===== src/rtl/mst_pkg.sv =====
package mst_pkg;

  localparam int unsigned MST_AW    = 32;
  localparam int unsigned MST_DW    = 64;
  localparam int unsigned MST_RW    = 32;
  localparam int unsigned MST_PAIRS = MST_DW / 16;
  localparam int unsigned MST_IDX_W = 3;

  // register word indices
  localparam logic [MST_IDX_W-1:0] IDX_CTRL  = 3'd0;
  localparam logic [MST_IDX_W-1:0] IDX_STAT  = 3'd1;
  localparam logic [MST_IDX_W-1:0] IDX_FADDR = 3'd2;
  localparam logic [MST_IDX_W-1:0] IDX_FLO   = 3'd3;
  localparam logic [MST_IDX_W-1:0] IDX_FHI   = 3'd4;
  localparam logic [MST_IDX_W-1:0] IDX_ODD   = 3'd5;
  localparam logic [MST_IDX_W-1:0] IDX_EVEN  = 3'd6;
  localparam logic [MST_IDX_W-1:0] IDX_MASK  = 3'd7;

  // control bit positions (software decodes these)
  localparam int unsigned CB_LOOP = 0;
  localparam int unsigned CB_RUN  = 1;
  localparam int unsigned CB_MODE = 2;
  localparam int unsigned CB_COE  = 3;

  localparam logic [1:0] ERR_NONE     = 2'b00;
  localparam logic [1:0] ERR_MISMATCH = 2'b01;

  typedef enum logic [2:0] {
    ST_IDLE,
    ST_WADR,
    ST_WMEM,
    ST_RADR,
    ST_RMEM
  } mst_state_e;

  // data written to (and expected back from) one address
  function automatic logic [MST_DW-1:0] mst_pattern(
    input logic              mode,
    input logic [MST_AW-1:0] addr,
    input logic [MST_RW-1:0] even_w,
    input logic [MST_RW-1:0] odd_w
  );
    if (mode) return {even_w, odd_w};
    return {{(MST_DW-MST_AW){1'b0}}, addr};
  endfunction

endpackage


===== src/rtl/mst_regs.sv =====
module mst_regs
  import mst_pkg::*;
#(
  parameter int unsigned AW    = MST_AW,
  parameter int unsigned DW    = MST_DW,
  parameter int unsigned RW    = MST_RW,
  parameter int unsigned PAIRS = MST_PAIRS,
  parameter logic [RW-1:0] ODD_RST  = 32'h5555_5555,
  parameter logic [RW-1:0] EVEN_RST = 32'hAAAA_AAAA
) (
  input  logic                 clk,
  input  logic                 rst_n,
  input  logic                 wr_en,
  input  logic [MST_IDX_W-1:0] idx,
  input  logic [RW-1:0]        wdata,
  output logic [RW-1:0]        rdata,
  output logic                 cfg_loop,
  output logic                 cfg_mode,
  output logic                 cfg_coe,
  output logic [PAIRS-1:0]     cfg_mask,
  output logic [RW-1:0]        cfg_odd,
  output logic [RW-1:0]        cfg_even,
  output logic                 start,
  output logic                 abort,
  input  logic                 run,
  input  logic                 done,
  input  logic [1:0]           err,
  input  logic [AW-1:0]        fail_addr,
  input  logic [DW-1:0]        fail_data
);

  logic ctrl_wr;
  assign ctrl_wr = wr_en && (idx == IDX_CTRL);
  assign start   = ctrl_wr &&  wdata[CB_RUN];
  assign abort   = ctrl_wr && !wdata[CB_RUN];

  always_ff @(posedge clk or negedge rst_n) begin
    if (!rst_n) begin
      cfg_loop <= 1'b0;
      cfg_mode <= 1'b0;
      cfg_coe  <= 1'b0;
      cfg_mask <= '0;
      cfg_odd  <= ODD_RST;
      cfg_even <= EVEN_RST;
    end else if (wr_en) begin
      unique case (idx)
        IDX_CTRL: begin
          cfg_loop <= wdata[CB_LOOP];
          cfg_mode <= wdata[CB_MODE];
          cfg_coe  <= wdata[CB_COE];
        end
        IDX_ODD:  cfg_odd  <= wdata;
        IDX_EVEN: cfg_even <= wdata;
        IDX_MASK: cfg_mask <= wdata[PAIRS-1:0];
        default: ;
      endcase
    end
  end

  always_comb begin
    rdata = '0;
    unique case (idx)
      IDX_CTRL: begin
        rdata[CB_LOOP] = cfg_loop;
        rdata[CB_RUN]  = run;
        rdata[CB_MODE] = cfg_mode;
        rdata[CB_COE]  = cfg_coe;
      end
      IDX_STAT: begin
        rdata[0]   = done;
        rdata[2:1] = err;
      end
      IDX_FADDR: rdata = fail_addr[RW-1:0];
      IDX_FLO:   rdata = fail_data[RW-1:0];
      IDX_FHI:   rdata = fail_data[RW +: RW];
      IDX_ODD:   rdata = cfg_odd;
      IDX_EVEN:  rdata = cfg_even;
      IDX_MASK:  rdata[PAIRS-1:0] = cfg_mask;
      default:   rdata = '0;
    endcase
  end

  // a start write always leaves the control readback showing a run
  assert_start_runs_R10: assert property (@(posedge clk) disable iff (!rst_n)
    start |=> run);

endmodule


===== src/rtl/mst_cmp.sv =====
module mst_cmp
  import mst_pkg::*;
#(
  parameter int unsigned DW    = MST_DW,
  parameter int unsigned PAIRS = MST_PAIRS
) (
  input  logic             clk,
  input  logic             rst_n,
  input  logic [DW-1:0]    exp_data,
  input  logic [DW-1:0]    got_data,
  input  logic [PAIRS-1:0] mask,
  output logic             miss
);

  localparam int unsigned HALF = DW / 2;

  logic [PAIRS-1:0] pair_bad;

  for (genvar k = 0; k < PAIRS; k++) begin : g_pair
    logic lo_diff, hi_diff;
    assign lo_diff     = exp_data[8*k +: 8]      != got_data[8*k +: 8];
    assign hi_diff     = exp_data[HALF+8*k +: 8] != got_data[HALF+8*k +: 8];
    assign pair_bad[k] = !mask[k] && (lo_diff || hi_diff);
  end

  assign miss = |pair_bad;

  // identical data never reports a mismatch, whatever the mask
  assert_equal_clean_R4: assert property (@(posedge clk) disable iff (!rst_n)
    (exp_data == got_data) |-> !miss);

  // a fully masked compare never reports a mismatch
  assert_full_mask_R4: assert property (@(posedge clk) disable iff (!rst_n)
    (&mask) |-> !miss);

endmodule


===== src/rtl/mst_capture.sv =====
module mst_capture
  import mst_pkg::*;
#(
  parameter int unsigned AW = MST_AW,
  parameter int unsigned DW = MST_DW
) (
  input  logic          clk,
  input  logic          rst_n,
  input  logic          clear,
  input  logic          hit,
  input  logic [AW-1:0] hit_addr,
  input  logic [DW-1:0] hit_data,
  output logic [1:0]    err,
  output logic [AW-1:0] fail_addr,
  output logic [DW-1:0] fail_data
);

  logic take;
  assign take = hit && (err == ERR_NONE);

  always_ff @(posedge clk or negedge rst_n) begin
    if (!rst_n) begin
      err       <= ERR_NONE;
      fail_addr <= '0;
      fail_data <= '0;
    end else if (clear) begin
      err <= ERR_NONE;
    end else if (take) begin
      err       <= ERR_MISMATCH;
      fail_addr <= hit_addr;
      fail_data <= hit_data;
    end
  end

  // once an error is held, later mismatches do not overwrite it
  assert_first_kept_R6: assert property (@(posedge clk) disable iff (!rst_n)
    (err != ERR_NONE && !clear) |=> ($stable(fail_addr) && $stable(fail_data)));

  // a start clears the error code
  assert_clear_R10: assert property (@(posedge clk) disable iff (!rst_n)
    clear |=> (err == ERR_NONE));

endmodule


===== src/rtl/mst_fsm.sv =====
module mst_fsm
  import mst_pkg::*;
#(
  parameter int unsigned AW = MST_AW,
  parameter int unsigned DW = MST_DW,
  parameter int unsigned RW = MST_RW
) (
  input  logic          clk,
  input  logic          rst_n,
  input  logic          start,
  input  logic          abort,
  input  logic          cfg_loop,
  input  logic          cfg_mode,
  input  logic          cfg_coe,
  input  logic [RW-1:0] cfg_even,
  input  logic [RW-1:0] cfg_odd,
  output logic          seq_req,
  output logic          seq_first,
  input  logic          seq_vld,
  input  logic [AW-1:0] seq_addr,
  input  logic          seq_last,
  output logic          mem_req,
  output logic          mem_we,
  output logic [AW-1:0] mem_addr,
  output logic [DW-1:0] mem_wdata,
  input  logic          mem_rsp_vld,
  input  logic          miss,
  output logic          rd_check,
  output logic          run,
  output logic          done
);

  mst_state_e    state, state_d;
  logic          first_q, first_d;
  logic          last_q, last_d;
  logic [AW-1:0] addr_q, addr_d;
  logic          run_q, run_d;
  logic          done_q, done_d;

  // named events used by the logic and the assertions
  logic stop_hit;
  logic pass_end;
  assign rd_check = (state == ST_RMEM) && mem_rsp_vld;
  assign stop_hit = rd_check && miss && !cfg_coe;
  assign pass_end = rd_check && last_q;

  assign seq_req   = ((state == ST_WADR) || (state == ST_RADR)) && run_q;
  assign seq_first = seq_req && first_q;
  assign mem_req   = (state == ST_WMEM) || (state == ST_RMEM);
  assign mem_we    = (state == ST_WMEM);
  assign mem_addr  = addr_q;
  assign mem_wdata = mst_pattern(cfg_mode, addr_q, cfg_even, cfg_odd);
  assign run       = run_q;
  assign done      = done_q;

  always_comb begin
    state_d = state;
    first_d = first_q;
    last_d  = last_q;
    addr_d  = addr_q;
    run_d   = run_q;
    done_d  = done_q;
    unique case (state)
      ST_IDLE: begin
        if (run_q) begin
          state_d = ST_WADR;
          first_d = 1'b1;
        end
      end
      ST_WADR, ST_RADR: begin
        if (!run_q) begin
          state_d = ST_IDLE;
        end else if (seq_vld) begin
          addr_d  = seq_addr;
          last_d  = seq_last;
          first_d = 1'b0;
          state_d = (state == ST_WADR) ? ST_WMEM : ST_RMEM;
        end
      end
      ST_WMEM: begin
        if (mem_rsp_vld) begin
          if (last_q) begin
            state_d = ST_RADR;
            first_d = 1'b1;
          end else begin
            state_d = ST_WADR;
          end
        end
      end
      ST_RMEM: begin
        if (mem_rsp_vld) begin
          if (stop_hit) begin
            state_d = ST_IDLE;
            done_d  = run_q;
            run_d   = 1'b0;
          end else if (pass_end) begin
            if (run_q && cfg_loop) begin
              state_d = ST_WADR;
              first_d = 1'b1;
            end else begin
              state_d = ST_IDLE;
              done_d  = run_q;
              run_d   = 1'b0;
            end
          end else begin
            state_d = ST_RADR;
          end
        end
      end
      default: state_d = ST_IDLE;
    endcase
    if (abort) run_d = 1'b0;
    if (start) begin
      run_d  = 1'b1;
      done_d = 1'b0;
    end
  end

  always_ff @(posedge clk or negedge rst_n) begin
    if (!rst_n) begin
      state   <= ST_IDLE;
      first_q <= 1'b0;
      last_q  <= 1'b0;
      addr_q  <= '0;
      run_q   <= 1'b0;
      done_q  <= 1'b0;
    end else begin
      state   <= state_d;
      first_q <= first_d;
      last_q  <= last_d;
      addr_q  <= addr_d;
      run_q   <= run_d;
      done_q  <= done_d;
    end
  end

  // an open memory request keeps its address and direction
  assert_req_hold_R11: assert property (@(posedge clk) disable iff (!rst_n)
    (mem_req && !mem_rsp_vld) |=> (mem_req && $stable(mem_addr) && $stable(mem_we)));

  // never a sequencer request and a memory request together
  assert_one_port_R11: assert property (@(posedge clk) disable iff (!rst_n)
    !(mem_req && seq_req));

  // a mismatch under stop-on-error ends the run
  assert_stop_R5: assert property (@(posedge clk) disable iff (!rst_n)
    (stop_hit && !start) |=> (!run_q && state == ST_IDLE));

  // walking writes carry a zero upper half
  assert_walk_R3: assert property (@(posedge clk) disable iff (!rst_n)
    (mem_req && mem_we && !cfg_mode) |-> (mem_wdata[DW-1:AW] == '0));

  // an abort write drops the run bit
  assert_abort_R9: assert property (@(posedge clk) disable iff (!rst_n)
    (abort && !start) |=> !run_q);

endmodule


===== src/rtl/mem_selftest_ctrl.sv =====
module mem_selftest_ctrl
  import mst_pkg::*;
#(
  parameter int unsigned AW    = MST_AW,
  parameter int unsigned DW    = MST_DW,
  parameter int unsigned RW    = MST_RW,
  parameter int unsigned PAIRS = MST_PAIRS
) (
  input  logic                 clk,
  input  logic                 rst_n,
  input  logic                 reg_wr,
  input  logic [MST_IDX_W-1:0] reg_idx,
  input  logic [RW-1:0]        reg_wdata,
  output logic [RW-1:0]        reg_rdata,
  output logic                 seq_req,
  output logic                 seq_first,
  input  logic                 seq_vld,
  input  logic [AW-1:0]        seq_addr,
  input  logic                 seq_last,
  output logic                 mem_req,
  output logic                 mem_we,
  output logic [AW-1:0]        mem_addr,
  output logic [DW-1:0]        mem_wdata,
  input  logic                 mem_rsp_vld,
  input  logic [DW-1:0]        mem_rsp_data
);

  logic             cfg_loop, cfg_mode, cfg_coe;
  logic [PAIRS-1:0] cfg_mask;
  logic [RW-1:0]    cfg_odd, cfg_even;
  logic             start, abort;
  logic             run, done;
  logic [1:0]       err;
  logic [AW-1:0]    fail_addr;
  logic [DW-1:0]    fail_data;
  logic             miss, rd_check, cap_hit;

  assign cap_hit = rd_check && miss;

  mst_regs #(.AW(AW), .DW(DW), .RW(RW), .PAIRS(PAIRS)) u_regs (
    .clk(clk), .rst_n(rst_n),
    .wr_en(reg_wr), .idx(reg_idx), .wdata(reg_wdata), .rdata(reg_rdata),
    .cfg_loop(cfg_loop), .cfg_mode(cfg_mode), .cfg_coe(cfg_coe),
    .cfg_mask(cfg_mask), .cfg_odd(cfg_odd), .cfg_even(cfg_even),
    .start(start), .abort(abort),
    .run(run), .done(done), .err(err),
    .fail_addr(fail_addr), .fail_data(fail_data)
  );

  mst_fsm #(.AW(AW), .DW(DW), .RW(RW)) u_fsm (
    .clk(clk), .rst_n(rst_n),
    .start(start), .abort(abort),
    .cfg_loop(cfg_loop), .cfg_mode(cfg_mode), .cfg_coe(cfg_coe),
    .cfg_even(cfg_even), .cfg_odd(cfg_odd),
    .seq_req(seq_req), .seq_first(seq_first), .seq_vld(seq_vld),
    .seq_addr(seq_addr), .seq_last(seq_last),
    .mem_req(mem_req), .mem_we(mem_we), .mem_addr(mem_addr),
    .mem_wdata(mem_wdata), .mem_rsp_vld(mem_rsp_vld),
    .miss(miss), .rd_check(rd_check), .run(run), .done(done)
  );

  mst_cmp #(.DW(DW), .PAIRS(PAIRS)) u_cmp (
    .clk(clk), .rst_n(rst_n),
    .exp_data(mem_wdata), .got_data(mem_rsp_data),
    .mask(cfg_mask), .miss(miss)
  );

  mst_capture #(.AW(AW), .DW(DW)) u_cap (
    .clk(clk), .rst_n(rst_n),
    .clear(start), .hit(cap_hit),
    .hit_addr(mem_addr), .hit_data(mem_rsp_data),
    .err(err), .fail_addr(fail_addr), .fail_data(fail_data)
  );

endmodule


===== config.mk =====
export PLATFORM = sky130hd
export DESIGN_NAME = mem_selftest_ctrl
export DESIGN_NICKNAME = d
export VERILOG_FILES = /design/src/rtl/mst_pkg.sv /design/src/rtl/mst_regs.sv /design/src/rtl/mst_cmp.sv /design/src/rtl/mst_capture.sv /design/src/rtl/mst_fsm.sv /design/src/rtl/mem_selftest_ctrl.sv
export SDC_FILE = /design/constraint.sdc
export NUM_CORES = 1
export LEC_CHECK = 0
export ABC_AREA = 1
export BUFFER_PORTS_ARGS = -buffer_cell sky130_fd_sc_hd__buf_2
export CAP_MARGIN = 10
export CORE_ASPECT_RATIO = 0.6
export CORE_MARGIN = 2
export CORE_UTILIZATION = 30
export CTS_BUF_LIST = sky130_fd_sc_hd__clkbuf_16
export CTS_CLUSTER_DIAMETER = 50
export DETAILED_ROUTE_END_ITERATION = 10
export GPL_TIMING_DRIVEN = 0
export RECOVER_POWER = 50
export SYNTH_ARGS = -nofsm -noshare
export SYNTH_HDL_FRONTEND = slang
export SYNTH_SLANG_ARGS = --single-unit

===== constraint.sdc =====
create_clock -name clk -period 5.75 [get_ports clk]
set_input_delay 0.575 -clock clk [delete_from_list [all_inputs] [get_ports clk]]
set_output_delay 0.575 -clock clk [all_outputs]
set_load 0.01 [all_outputs]

==> results of run 1 <==
-- metal layers --
metal | track usage | up-vias | wire length [um] | part of all wire
li1 | - | 5270 | - | -
met1 | 0.350 | 5394 | 20700 | 0.44
met2 | 0.374 | 554 | 20200 | 0.43
met3 | 0.0619 | 86 | 5010 | 0.11
met4 | 0.0794 | 2 | 1450 | 0.031
met5 | 0 | - | 13 | 0.00027
-- flip-flops by register name, summed over array words and instances, names as in the netlist --
signal,cells
u_cap.fail_data,64
u_cap.fail_addr,32
u_fsm.mem_addr,32
u_regs.cfg_even,32
u_regs.cfg_odd,32
u_regs.cfg_mask,4
u_fsm.state,3
u_cap.err,1
u_fsm.done,1
u_fsm.first_q,1
u_fsm.last_q,1
u_fsm.run,1
u_regs.cfg_coe,1
u_regs.cfg_loop,1
u_regs.cfg_mode,1
-- logic make-up after synthesis --
family,count (synthesis),synth area share
DFF,207,0.484
buffers and inverters,269,0.109
AOI/OAI and AO/OA,253,0.131
and+or+nand+nor,751,0.276
-- worst min-delay path, cell delays in order --
cell and delay (ns):
buf_2 0.07, nand2_1 0.04, o21ai_0 0.05
-- placed cells by master (no fill, tap or decap), drive strengths merged --
master	count
clkinv	8
buf	267
bufinv	4
a221oi	5
o21ai	204
nor2	42
nand2	610
o2bb2ai	2
nand3	77
nand4	18
nor4	1
inv	206
a221o	10
clkbuf	97
dfstp	32
diode	1
clkinvlp	4
dfrtp	175
nor3	3
a31oi	1
o21bai	1
o2111ai	4
a22oi	20
o22ai	1
o211ai	2
a21oi	3
-- final timing paths --
| check | startpoint | end | slack, ns | depth (start not counted) |
|---|---|---|---|---|
| min | seq_addr[18] | u_fsm.mem_addr[18]$_DFFE_PN0P_ | 0.23 | 3 |
| max in group asynchronous | rst_n | u_cap.fail_data[57]$_DFFE_PN0P_ | 3.00 | 1 |
| max | reg_idx[1] | reg_rdata[19] | 1.97 | 10 |
| min reg2reg | u_cap.fail_data[22]$_DFFE_PN0P_ | u_cap.fail_data[22]$_DFFE_PN0P_ | 0.48 | 2 |
| min in group asynchronous | rst_n | u_fsm.mem_addr[6]$_DFFE_PN0P_ | 0.91 | 1 |
| max reg2reg | u_regs.cfg_mode$_DFFE_PN0P_ | u_cap.fail_data[60]$_DFFE_PN0P_ | 2.31 | 18 |
-- area by class of cell --
cell class                      instances  area (sq um)  share of cell area
Antenna cell                            1          2.50            0.000184
Buffer                                 68           415              0.0305
Clock buffer                           27           676              0.0497
Clock inverter                         21           234              0.0172
Inverter                              201           757              0.0556
Multi-Input combinational cell       1004          4390               0.323
Sequential cell                       207          5220               0.384
Tap cell                              467           584              0.0429
Timing Repair Buffer                  269          1330              0.0975
-- power breakdown --
| group | internal, mW | total [mW] | switching (mW) |
|---|---|---|---|
| Combinational | 0.563 | 1.71 | 1.14 |
| Sequential | 1.86 | 2.15 | 0.283 |
| Clock | 1.04 | 1.76 | 0.717 |
| Total | 3.47 | 5.61 | 2.14 |
-- stage by stage --
| stage | cells | hold slack, ns | util | worst slack (ns) |
|---|---|---|---|---|
| after CTS | 2264 | 0.128 | 0.388 | 2.18 |
| after detailed placement | 2216 | 0.473 | 0.362 | 2.19 |
| after global placement | 2215 | 0.465 | 0.361 | 0.385 |
| after floorplan | 1480 | 0.279 | - | 3.52 |
| final | 2265 | 0.234 | 0.386 | 1.97 |
| after global routing | 2264 | 0.225 | 0.386 | 1.89 |
==> impl_metrics.json, run 1 <==
{
  "rsz0062_at_grt": "false",
  "crit_family": "buffers and inverters",
  "via_count": 11300,
  "fp.dieArea_sq_um": 37500,
  "async_flop_share": 1.00,
  "crit_fanout": 10,
  "synth_top_cell_area_share": 0.406,
  "fin_setup_tns_ns": 0,
  "p_leak_nw": 7.41,
  "fin_nets": 1914,
  "dieWidth_um": 249,
  "cts_max_level": 1,
  "totalWireLength_mm": 47.3,
  "cts_tree": "built",
  "p_per_area_nw_per_um2": 412,
  "cts_buffers": 26,
  "crit_arrival_ns": 3.21,
  "crit_required_ns": 5.18,
  "dpl_cell_area_sq_um": 12800,
  "tightest_slew_ns": 2.97,
  "grt_first_pass_wirelength_mm": 68.6,
  "syn_inst": 1480,
  "yosysSeqAreaShare": 0.484,
  "antenna_left": 0,
  "post_cts_resized": 0,
  "worstPathCellList": "clkbuf_1, inv_1, nor2_1, nand2_1, inv_1, clkbuf_1, clkbuf_1, nand2_1, nand4_1, buf_2",
  "fmax_ghz": 0.264,
  "post_drt_wl_per_cell_um": 20.9,
  "final.min_clock_period_ns": 3.78,
  "synth_cell_types": 30,
  "clockBufferDepth": 3,
  "numClockSinks": 207,
  "gp_congestion": 0.877,
  "clock_skew_ns": 0.0102,
  "yosys_register_bits": 207,
  "status": "complete, but fails checks",
  "area_delta_synth_final_pct": 26.1,
  "die_h_um": 151,
  "drv_cap": 1,
  "crit_buf_inv": 6,
  "drive_above_1_share": 0.193,
  "final_area_sq_um": 13600,
  "cts_root_buf": "clkbuf_16",
  "ys_top_cells_by_area": "dfrtp_1, nand2_1, o21ai_0, dfstp_2, inv_1",
  "setup_violations": 0,
  "path_clk_slew_ns": 0.06,
  "synth.avg_cell_area_sq_um": 7.29,
  "firstDrtPassIters": 6,
  "yosys_warnings": 0,
  "drt_iter0_markers": 1092,
  "start_util": 0.306,
  "hold_buffers": 0,
  "portBuffers": 268,
  "power_mw": 5.61,
  "fill_cells": 3745,
  "yosys-top-cells-count": "nand2_1, inv_1, o21ai_0, dfrtp_1, nand3_1",
  "synthesis.nets": 1617,
  "max_stage_delay_ns": 0.80,
  "drc": 0,
  "io-pin-count": 269,
  "yosys.area.top_type": "dfrtp_1",
  "synth_edf_count": 0,
  "hold_viol": 0,
  "via_per_inst": 4.99,
  "violations": "capacitance limit, slew limit",
  "grt_pass1_vias": 10900,
  "dp_hpwl_mm": 34.8,
  "antenna_found_initial": 2,
  "criticalPathCategory": "input port to output port",
  "syn-cell-area_sq_um": 10800,
  "finalCritPeriodShare": 0.658,
  "synth_ff_type": "dfrtp_1",
  "cp-end-kind": "output port",
  "start_kind": "input port",
  "cp_slowest_cell": "clkbuf_1",
  "hold_path_class": "input port to flop",
  "post_cts_buffers": 0,
  "crit_top_cell": "clkbuf_1",
  "yosysMostFrequentCell": "nand2_1",
  "ir_worst_vdd_mv": 0.215,
  "fp-row-count": 53,
  "grt_max_degree": 109,
  "clkLatencyLatePin_ns": 0.55,
  "core_area_sq_um": 35200,
  "slew_headroom": -0.983,
  "slew_violations": 108,
  "grt.overflow.total": 0,
  "grtUsageTotal": 0.248
}
Power figures use the tool's default switching activity.
==> inputs of run 2 (changes only) <==
Clock period 5.75 ns to 3.77 ns, I/O delays scaled along.
==> run 2 against run 1 <==
Compared with the run above: the run still ends with capacitance limit, slew limit left; non-clock buffer count rose by 1; worst setup slack worse by 1.5 ns; via count rose by 0.34%; register-to-register slack got worse by 1.7 ns; first-iteration DRC count up 9.4%; clock-buffer cell count did not move; core utilization hardly changed; total power rose by 53%; routed wire length up 0.16%; sequential power grew 53%; highest routed layer unchanged.
==> impl_metrics.json, run 2 (synthesized netlist as in run 1, its figures left out) <==
{
  "status": "complete, but fails checks",
  "violations": "capacitance limit, slew limit",
  "area_delta_synth_final_pct": 26.3,
  "criticalPathCategory": "input port to output port",
  "drv_cap": 1,
  "totalWireLength_mm": 47.4,
  "max_stage_delay_ns": 0.79,
  "drive_above_1_share": 0.194,
  "io-pin-count": 269,
  "ir_worst_vdd_mv": 0.329,
  "regMostFlops": "u_cap.fail_data",
  "fill_cells": 3738,
  "layout_common_cells": "nand2_1, buf_2, inv_1",
  "gp_congestion": 0.877,
  "post_drt_wl_per_cell_um": 20.9,
  "crit_required_ns": 3.39,
  "grt_first_pass_wirelength_mm": 68.6,
  "slew_violations": 108,
  "p_leak_nw": 7.42,
  "clockBufferDepth": 3,
  "start_kind": "input port",
  "finalCritPeriodShare": 0.888,
  "dpl.cell_count": 2216,
  "hold_viol": 0,
  "die_h_um": 151,
  "layout.cells.most_common": "nand2_1",
  "grt.overflow.total": 0,
  "slew_headroom": -0.960,
  "cts_buffers": 26,
  "grt_max_degree": 109,
  "post_cts_resized": 0,
  "grt_pass1_vias": 10900,
  "hold_path_class": "input port to flop",
  "use_met3": 0.0617,
  "dieWidth_um": 249,
  "via_per_inst": 5.00,
  "largest_reg_flops": 64,
  "hold_buffers": 1,
  "drc": 0,
  "post_cts_buffers": 0,
  "antenna_found_initial": 2,
  "cts_root_buf": "clkbuf_16",
  "fin_nets": 1915,
  "crit_top_cell": "clkbuf_1",
  "dpl_cell_area_sq_um": 12800,
  "setup_violations": 0,
  "path_clk_slew_ns": 0.06,
  "dp_hpwl_mm": 34.8,
  "via_count": 11300,
  "worstPathCellList": "clkbuf_1, inv_1, nor2_1, nand2_1, inv_1, clkbuf_1, clkbuf_1, nand2_1, nand4_1, buf_2",
  "final_area_sq_um": 13600,
  "p_per_area_nw_per_um2": 629,
  "power_mw": 8.57,
  "hold_ws_ns": 0.0351,
  "core_area_sq_um": 35200,
  "grt.busiest_layer": "met2",
  "rrSetupSlack_ns": 0.63,
  "clock_skew_ns": 0.00886,
  "portBuffers": 268,
  "cp-end-kind": "output port",
  "numClockSinks": 207,
  "stdcell_count": 2267,
  "grt_util_met1": 0.350,
  "clkLatencyLatePin_ns": 0.55,
  "fp.dieArea_sq_um": 37500,
  "grtUsageTotal": 0.248,
  "crit_arrival_ns": 2.97,
  "final.min_clock_period_ns": 3.35,
  "cts_max_level": 1,
  "grtUsageMet2": 0.374,
  "cts_tree": "built",
  "drt_iter0_markers": 1195,
  "firstDrtPassIters": 6,
  "start_util": 0.306,
  "antenna_left": 0,
  "fp-row-count": 53,
  "fmax_ghz": 0.299,
  "tightest_slew_ns": 2.94,
  "rsz0062_at_grt": "false",
  "crit_fanout": 10,
  "cp_slowest_cell": "clkbuf_1"
}
## run 2: where the power goes
group	leakage [nW]	switching, mW	internal [mW]
Combinational	4.33	1.74	0.861
Sequential	2.65	0.435	2.84
Clock	0.444	1.10	1.59
## run 2: metal layers
metal | up-vias | part of all wire
li1 | 5268 | -
met2 | 596 | 0.43
met3 | 87 | 0.11
met1 | 5392 | 0.44
met5 | - | 0.00027
met4 | 2 | 0.030
## run 2: worst paths after layout
check                                           startpoint                              end  cells past startpoint
hold reg to reg            u_cap.fail_data[22]$_DFFE_PN0P_  u_cap.fail_data[22]$_DFFE_PN0P_                      2
max in group asynchronous                            rst_n  u_cap.fail_data[57]$_DFFE_PN0P_                      2
min in group asynchronous                            rst_n    u_fsm.mem_addr[6]$_DFFE_PN0P_                      2
hold / removal                                seq_addr[18]   u_fsm.mem_addr[18]$_DFFE_PN0P_                      3
setup / recovery                                reg_idx[1]                    reg_rdata[19]                     10
setup reg to reg               u_regs.cfg_mode$_DFFE_PN0P_   u_cap.fail_data[5]$_DFFE_PN0P_                     17
## run 2: critical path, delay by kind of cell
kind | cells | cell delay [ns]
buffers and inverters | 6 | 2.08
AND/OR/NAND/NOR | 4 | 0.51
## run 2: cell type report
cell class | instances | area [sq um] | share of cell area
plain buffers | 68 | 419 | 0.0308
multi-input cells | 1004 | 4390 | 0.322
repair buffers | 270 | 1340 | 0.0981
flip-flops and latches | 207 | 5220 | 0.383
inverters | 201 | 757 | 0.0556
well taps | 467 | 584 | 0.0429
clock inverters | 21 | 234 | 0.0172
diodes | 2 | 5.00 | 0.000367
clock buffers | 27 | 676 | 0.0496
## run 2: metrics by stage
stage	TNS [ns]	utilization	worst slack, ns
floorplan	0	-	1.78
global placement	-240.98	0.361	-1.40
detailed placement	0	0.362	0.606
CTS	0	0.388	0.598
global route	0	0.387	0.265
finish	0	0.387	0.421
